**src/rtl/bgd_pkg.sv**
```systemverilog
// Package: shared types and sizing for the bridge gate driver.
// Assumes: two legs per channel, index 0 positive and index 1 negative.
package bgd_pkg;
    localparam int NUM_PAIRS = 2;
    localparam int NUM_PINS  = 2 * NUM_PAIRS;

    typedef struct packed {
        logic nonovl;   // 1: MOSFET gate drive with dead time
        logic diff;     // 1: both legs in use
    } bgd_mode_t;
endpackage

```
**src/rtl/bgd_mode_reg.sv**
```systemverilog
// Module: holds the output mapping mode.
// Loads the configuration bits only on a frame strobe, so the mapping
// never changes mid-frame. Resets to direct-load single-ended.
module bgd_mode_reg
    import bgd_pkg::*;
(
    input  logic      clk,
    input  logic      rst_n,
    input  logic      load,
    input  bgd_mode_t mode_in,
    output bgd_mode_t mode_q
);
    // Capture the new mode at frame boundaries only.
    always_ff @(posedge clk) begin
        if (!rst_n) begin
            mode_q <= '0;
        end else if (load) begin
            mode_q <= mode_in;
        end
    end
endmodule

```
**src/rtl/bgd_pair_timer.sv**
```systemverilog
// Module: dead-time timer for one complementary pair.
// level is the leg value currently applied, registered one clock after
// the input. all_off marks the window in which neither transistor may
// conduct. Any leg change reloads the window, including a change
// during a running window. A zero dead time gives no window.
module bgd_pair_timer #(
    parameter int DEAD_W = 4
) (
    input  logic              clk,
    input  logic              rst_n,
    input  logic              leg,
    input  logic [DEAD_W-1:0] dead,
    output logic              level,
    output logic              all_off
);
    logic [DEAD_W-1:0] remain;

    // Track the leg and count down the off window after each change.
    always_ff @(posedge clk) begin
        if (!rst_n) begin
            level   <= 1'b0;
            all_off <= 1'b0;
            remain  <= '0;
        end else if (leg != level) begin
            level   <= leg;
            all_off <= (dead != '0);
            remain  <= dead;
        end else if (all_off) begin
            if (remain <= DEAD_W'(1)) begin
                all_off <= 1'b0;
            end
            remain <= remain - DEAD_W'(1);
        end
    end
endmodule

```
**src/rtl/bgd_pin_map.sv**
```systemverilog
// Module: maps pair levels and off windows onto the output pins.
// Gate encoding: PMOS gate low = conducting, NMOS gate high = conducting.
// Direct-load modes use the levels as they are. Unused pins are 0.
// Purely combinational; all inputs come from flops.
module bgd_pin_map
    import bgd_pkg::*;
(
    input  bgd_mode_t            mode,
    input  logic [NUM_PAIRS-1:0] level,
    input  logic [NUM_PAIRS-1:0] all_off,
    output logic [NUM_PINS-1:0]  pins
);
    logic [NUM_PAIRS-1:0] p_gate;
    logic [NUM_PAIRS-1:0] n_gate;

    // Derive gate levels for each pair.
    for (genvar g = 0; g < NUM_PAIRS; g++) begin : g_gate
        assign p_gate[g] = ~(level[g] & ~all_off[g]);
        assign n_gate[g] = ~level[g] & ~all_off[g];
    end

    // Select the pin assignment for the captured mode.
    always_comb begin
        pins = '0;
        unique case ({mode.nonovl, mode.diff})
            2'b00: pins[0] = level[0];
            2'b01: begin
                pins[0] = level[0];
                pins[2] = level[1];
            end
            2'b10: begin
                pins[0] = p_gate[0];
                pins[1] = n_gate[0];
            end
            default: begin
                pins[0] = p_gate[0];
                pins[1] = n_gate[0];
                pins[2] = p_gate[1];
                pins[3] = n_gate[1];
            end
        endcase
    end
endmodule

```
**src/rtl/bridge_gate_driver.sv**
```systemverilog
// Module: top of the bridge gate driver for one channel.
// Wires the mode register, one dead-time timer per leg, and the pin map.
// Assumes the legs are synchronous to clk.
module bridge_gate_driver
    import bgd_pkg::*;
#(
    parameter int DEAD_W = 4
) (
    input  logic              clk,
    input  logic              rst_n,
    input  logic              leg_pos,
    input  logic              leg_neg,
    input  logic              frame_strobe,
    input  logic              cfg_nonovl,
    input  logic              cfg_diff,
    input  logic [DEAD_W-1:0] dead_cycles,
    output logic [3:0]        pin_out
);
    bgd_mode_t            mode_q;
    bgd_mode_t            mode_in;
    logic [NUM_PAIRS-1:0] legs;
    logic [NUM_PAIRS-1:0] level;
    logic [NUM_PAIRS-1:0] all_off;

    assign mode_in = '{nonovl: cfg_nonovl, diff: cfg_diff};
    assign legs    = {leg_neg, leg_pos};

    bgd_mode_reg u_mode (
        .clk     (clk),
        .rst_n   (rst_n),
        .load    (frame_strobe),
        .mode_in (mode_in),
        .mode_q  (mode_q)
    );

    for (genvar g = 0; g < NUM_PAIRS; g++) begin : g_pair
        bgd_pair_timer #(.DEAD_W(DEAD_W)) u_timer (
            .clk     (clk),
            .rst_n   (rst_n),
            .leg     (legs[g]),
            .dead    (dead_cycles),
            .level   (level[g]),
            .all_off (all_off[g])
        );
    end

    bgd_pin_map u_map (
        .mode    (mode_q),
        .level   (level),
        .all_off (all_off),
        .pins    (pin_out)
    );
endmodule

```
**config.mk**
```make
export PLATFORM = sky130hd
export DESIGN_NAME = bridge_gate_driver
export DESIGN_NICKNAME = d
export VERILOG_FILES = /design/src/rtl/bgd_pkg.sv /design/src/rtl/bgd_mode_reg.sv /design/src/rtl/bgd_pair_timer.sv /design/src/rtl/bgd_pin_map.sv /design/src/rtl/bridge_gate_driver.sv
export SDC_FILE = /design/constraint.sdc
export NUM_CORES = 1
export LEC_CHECK = 0
export ABC_AREA = 1
export BUFFER_PORTS_ARGS = -buffer_cell sky130_fd_sc_hd__buf_4
export CORE_UTILIZATION = 50
export CTS_BUF_LIST = sky130_fd_sc_hd__clkbuf_4
export DETAILED_ROUTE_END_ITERATION = 16
export PLACE_DENSITY = 0.8
export RECOVER_POWER = 100
export SETUP_SLACK_MARGIN = 0.15
export SLEW_MARGIN = 20
export SYNTH_ARGS = -nofsm -noshare
export SYNTH_HDL_FRONTEND = slang
export SYNTH_SLANG_ARGS = --single-unit
```
**constraint.sdc**
```tcl
create_clock -name clk -period 1.4 [get_ports clk]
set_clock_uncertainty 0.2 [all_clocks]
set_input_delay 0.14 -clock clk [delete_from_list [all_inputs] [get_ports clk]]
set_output_delay 0.14 -clock clk [all_outputs]
set_load 0.005 [all_outputs]
```
==> impl_metrics.ini, run 1 <==
[yosys]
synth_nets = 157
synth_top_cell_by_area = dfxtp_1
synth_area_um2 = 874.6
yosys_warnings = 0
ys_ff_latch = 14
yosysSeqAreaShare = 0.3205
syn_inst = 142
ys_top_cells_by_area = dfxtp_1, nand2_1, inv_1, nand3_1, nor2_1
synth_top_area_frac = 0.3205
avgSynthCellArea_um2 = 6.159
synth_cell_type_count = 17

[sta]
max_freq_mhz = 714.0
finalHoldViolCount = 1
timing.hold.ws_ns = -0.001471
setup_ws_ns = -0.0006449
period_share = 1.000
slew_headroom = 0.8357
rsz0062_at_grt = true
finalSetupViolCount = 1
layout_min_cycle_time_ns = 1.401
slew_viol_final = 0
worst_pin_slew_ns = 0.2461

[clock_tree]
cts.sinks = 14
cts_tree = done
htree_levels = 1
clk_pin_slew_ns = 0.10
ctsLongestPathBuffers = 2
numCtsBuffers = 3
insertion_delay_ns = 0.28
root_buffer = clkbuf_4

[floorplanning]
start_util = 0.5548
chipHeight_um = 43.83
dieWidth_um = 43.83
io_pins = 15
die_area_mm2 = 0.001921
num_rows = 14
fp.coreArea_mm2 = 0.001577

[layout]
post_route_cells_drive_above_1_share = 0.4302
seqCellArea_um2 = 307.8
multi_input_area_um2 = 610.6
final_nets = 195
antenna_cells = 0
final_core_utilization = 0.8643
filler_cell_count = 78
synthToLayoutAreaGrowth_pct = 55.79

[global_routing]
grt_max_degree = 12
track_usage = 0.2730
globalRouteOverflowTotal = 0
antenna_found_initial = 0
grt_pass1_wl_mm = 3.919
grt_pass1_vias = 962

[critical_path]
cp_slowest_stage_delay_ns = 0.36
crit_top_cell = o21ai_1
crit_cells = 4
crit_arrival_ns = 1.06
path_cells = inv_2 -> o21ai_1 -> o21ai_1 -> buf_4
worst_path_max_delay_cell = dfxtp_2
r2r_cells = 9
worst-setup-path-type = flip-flop to output pin
start_kind = flip-flop
path_delay_family = flip-flops
end_kind = output pin
cp_max_fo = 3
worstPathRequired_ns = 1.06
cp_num_buf_inv = 2

[drt]
first_pass_iters = 10
antenna_left = 0
viasPerCell = 5.810
avgRoutedWirePerCell_um = 16.47
vias = 1133
drt_iter0_markers = 64
drt-total-wl_mm = 3.211
drc = 1

[pwr]
power.total_mw = 1.139
peakVddDrop_v = 0.0008093
leakage_nw = 0.7081
power_density_mw_per_mm2 = 835.8

[outcome]
violations = design-rule violations, negative hold slack, negative setup slack
outcome = finished, violations left

[placement]
gp_congestion = 0.8756
hpwlAfterDp_mm = 1.310
port_buffers = 14

[job]
cap_violations = 0

[hold_path]
hold_class = primary input to flip-flop
hold_depth = 5
==> worst paths after layout <==
check / startpoint / end / slack, ns
worst min-delay path: dead_cycles[3] / g_pair[0].u_timer.remain[3] / -0.001
worst min register to register: u_mode.mode_q[0] / u_mode.mode_q[0] / 0.43
worst max register to register: g_pair[0].u_timer.remain[1] / g_pair[0].u_timer.remain[2] / 0.05
worst max-delay path: g_pair[0].u_timer.level / pin_out[0] / -0.0006
==> cell usage in the layout (no fill, tap or decap), drive strengths merged, types with 4 or more instances in the layout <==
master,synthesis,layout
dlygate4sd3,0,9
nand3,20,20
nand2,45,47
dfxtp,14,14
clkbuf,0,4
inv,30,30
o21ai,5,5
ha,4,4
nor2,15,15
buf,1,22
==> layer usage <==
layer / track usage / share of wire
met1: 0.3223 / 0.42
met2: 0.4836 / 0.47
met3: 0.05833 / 0.074
met4: 0.09375 / 0.037
met5: 0 / 0
==> Yosys cell counts, drive strengths merged <==
master	number
dfxtp	14
a31oi	1
nor2	15
o211ai	2
ha	4
a21oi	2
nand3	20
nand2	45
buf	1
nand3b	2
o21ai	5
nor3	1
inv	30
==> state kept, by name (all words and copies together), names as in the netlist <==
signal and count:
g_pair.u_timer.level 2, g_pair.u_timer.remain 8, u_mode.mode_q 2, g_pair.u_timer.all_off 2
==> power by group <==
| part | internal (mW) | leakage, nW | switching [mW] |
|---|---|---|---|
| Clock | 0.103 | 0.0154 | 0.153 |
| Combinational | 0.183 | 0.572 | 0.220 |
| Sequential | 0.431 | 0.121 | 0.0473 |
| Total | 0.718 | 0.708 | 0.421 |
==> per-stage QoR <==
step                area [um^2]  hold slack, ns  setup TNS [ns]  cells  worst slack (ns)
floorplan                 874.6         0.03345               0    142            0.1730
global placement           1002          0.1358               0    172            0.1085
detailed placement         1002          0.1403               0    172           0.09199
CTS                        1204        0.002019               0    189           0.04975
global route               1363         0.02831        -0.07372    195          -0.03245
finish                     1363       -0.001471      -0.0006449    195        -0.0006449
==> cell families (layout without fill, tap and decap cells) <==
group,Yosys count,in the layout,share of synthesized area
fa+ha+maj,4,4,0.05723
simple gates,83,85,0.4206
flops,14,14,0.3205
compound gates,10,10,0.06437
buf+inv,31,66,0.1373
==> cell type report <==
| cell class | instances | area share |
|---|---|---|
| Multi-Input combinational cell | 99 | 0.4481 |
| Sequential cell | 14 | 0.2259 |
| Timing Repair Buffer | 32 | 0.1983 |
| Inverter | 30 | 0.09366 |
| Clock buffer | 3 | 0.01653 |
| Tap cell | 16 | 0.01469 |
| Clock inverter | 1 | 0.002755 |
==> timing repair <==
action	CTS	global route
setup endpoints to repair	10	14
hold buffers	9	0
endpoints found under the hold margin	10	0
cloned	0	2
pin swaps	6	25
setup buffers	4	4
resized for setup	28	40
==> tightest hold or removal path: stages <==
cell and delay [ns]:
buf_4 0.11, nand2_2 0.05, nand2_2 0.04, nor2_1 0.03
nor2_1 0.08
No activity file was read; power rests on OpenSTA's default activity.
==> run 2, diff against run 1 <==
- ABC_AREA: 1 -> 0
- PLACE_DENSITY: 0.8 -> 0.82
==> run 2 against run 1 <==
The run ends with negative setup slack left. Design area fell by 5.5%. Total power is 9.3% higher. Count of clock-buffer cells in the layout did not move. Critical endpoint is now pin_out[3]. Largest power group unchanged.
==> impl_metrics.ini, run 2 <==
[outcome]
outcome = finished, violations left
violations = negative setup slack

[yosys]
synth_area_um2 = 754.5
synth_top_cell_by_area = dfxtp_1
yosysSeqAreaShare = 0.3715
synth-main-ff-cell = dfxtp_1
ys_ff_latch = 14
ys_top_cells_by_area = dfxtp_1, ha_1, nor4b_4, a211oi_1, nor2_1
synth_commonest_cells = dfxtp_1, nor2_1, a21oi_1
synthMostInstantiatedCell = dfxtp_1
synth-async-reset-ratio = 0
synth_edf_count = 0
synth_top_area_frac = 0.3715
synth_nets = 94
synth_cell_type_count = 25
avgSynthCellArea_um2 = 9.550
syn_inst = 79
yosys_warnings = 0

[critical_path]
worst-setup-path-type = flip-flop to output pin
start_kind = flip-flop
crit_arrival_ns = 1.15
reg2reg_setup_slack_ns = -0.06
end_kind = output pin
cp_max_fo = 5
worstPathRequired_ns = 1.06

[sta]
finalSetupViolCount = 6
slew_viol_final = 0
slew_headroom = 0.7630
finalHoldViolCount = 0
setup_ws_ns = -0.08673
rsz0062_at_grt = true
max_freq_mhz = 672.6
layout_min_cycle_time_ns = 1.487
worst_pin_slew_ns = 0.3533
period_share = 1.062

[placement]
place_area_um2 = 888.4
dp_slack_ns = 0.02582
gp_congestion = 0.8244
port_buffers = 14
hpwlAfterDp_mm = 1.001

[pwr]
peakVddDrop_v = 0.0009325
leakage_nw = 0.4972
power_density_mw_per_mm2 = 966.7

[clock_tree]
cts_tree = done
cts.sinks = 14
htree_levels = 1
root_buffer = clkbuf_4
clk_pin_slew_ns = 0.09
numCtsBuffers = 3
insertion_delay_ns = 0.30
ctsLongestPathBuffers = 2

[floorplanning]
num_rows = 13
fp.coreArea_mm2 = 0.001350
dieWidth_um = 40.85
die_area_mm2 = 0.001668
start_util = 0.5589
io_pins = 15
chipHeight_um = 40.85

[layout]
antenna_cells = 0
final_nets = 136
filler_cell_count = 28
largest_reg_flops = 8
top_register = g_pair.u_timer.remain
final_core_utilization = 0.9537
mostFrequentLayoutCell = buf_4
post_route_cells_drive_above_1_share = 0.5750
final_area_mm2 = 0.001287
synthToLayoutAreaGrowth_pct = 70.65
final_cell_mix = buf_4, dlygate4sd3_1, dfxtp_4

[global_routing]
grt_pass1_wl_mm = 3.160
antenna_found_initial = 0
globalRouteOverflowTotal = 0
track_usage = 0.2982
grt_pass1_vias = 715
grt_max_degree = 11

[job]
cap_violations = 0

[drt]
drt-total-wl_mm = 3.137
antenna_left = 0
avgRoutedWirePerCell_um = 23.24
drc = 0
drt_iter0_markers = 35
first_pass_iters = 4
viasPerCell = 6.319
vias = 853

[hold_path]
hold_class = primary input to flip-flop
run 2: cell types whose count changed in the layout (fill, tap and decap cells not counted), moves of 3 or more:
cell      previous run  this run
nor2_1              12         7
inv_1               18         1
nand2_2             14         3
xnor2_1              0         5
dfxtp_2              4         1
a211oi_2             0         4
a21oi_1              0         5
inv_2                6         0
nand2_1             30         0
nand3_1             18         0
run 2: critical path: stages, from the launching register on:
cell and delay (ns):
dfxtp_2 0.38, nor4bb_2 0.31, buf_4 0.16
run 2: timing repair:
action	CTS	global route
pin swaps	14	11
endpoints found under the setup margin	13	14
buffers inserted	9	2
hold buffers	10	0
gates cloned	0	1
gates resized for setup	34	26
hold endpoints to repair	13	0
run 2: per-layer routing:
metal  GRT usage  wire length, um  up-vias
met2      0.5156             1536       80
met1      0.3490             1076      387
met5           0                0        -
met3     0.03804              268       31
li1            -                -      355
met4      0.1667              256        0
run 2: layout make-up:
class                      count  area [um^2]  area share
clock buffer                   3        22.52     0.01749
inverter                       6        32.53     0.02527
timing repair buffer          38        315.3      0.2449
tap                           15        18.77     0.01458
multi-input combinational     58        583.1      0.4529
sequential                    14        311.5      0.2420
clock inverter                 1        3.754    0.002915
run 2: metrics by stage:
stage          setup TNS, ns  power (mW)  cells  hold slack [ns]
3_5_place_dp               0      0.7235    109           0.1766
5_1_grt              -0.6132       1.276    135          0.09390
2_1_floorplan              0      0.6496     79          0.05084
6_report             -0.3372       1.245    135          0.06471
4_1_cts             -0.03242       1.054    132          0.01143
3_3_place_gp               0      0.7152    109           0.1769
run 2: path summary, 6_finish.rpt:
| kind | start | depth (start not counted) | end |
|---|---|---|---|
| hold reg to reg | u_mode.mode_q[0] | 2 | u_mode.mode_q[0] |
| hold / removal | rst_n | 3 | g_pair[1].u_timer.all_off |
| setup reg to reg | g_pair[0].u_timer.level | 4 | g_pair[0].u_timer.remain[3] |
| setup / recovery | u_mode.mode_q[1] | 2 | pin_out[3] |
run 2: cell families (layout without fill, tap and decap cells):
| family | after synthesis | in the layout | synth area share |
|---|---|---|---|
| AOI/OAI and AO/OA | 20 | 20 | 0.1692 |
| xor gates and xnor gates | 8 | 8 | 0.1128 |
| adders and majority gates | 4 | 4 | 0.06634 |
| buffers and inverters | 7 | 48 | 0.03980 |
| DFF | 14 | 14 | 0.3715 |
| muxes | 2 | 2 | 0.02654 |
| and+or+nand+nor | 24 | 24 | 0.2139 |
run 2: power breakdown:
group | switching, mW | leakage, nW | total (mW) | internal (mW)
combinational | 0.226 | 0.360 | 0.471 | 0.245
clock | 0.160 | 0.0154 | 0.264 | 0.104
sequential | 0.0690 | 0.121 | 0.510 | 0.441
total | 0.455 | 0.497 | 1.24 | 0.790
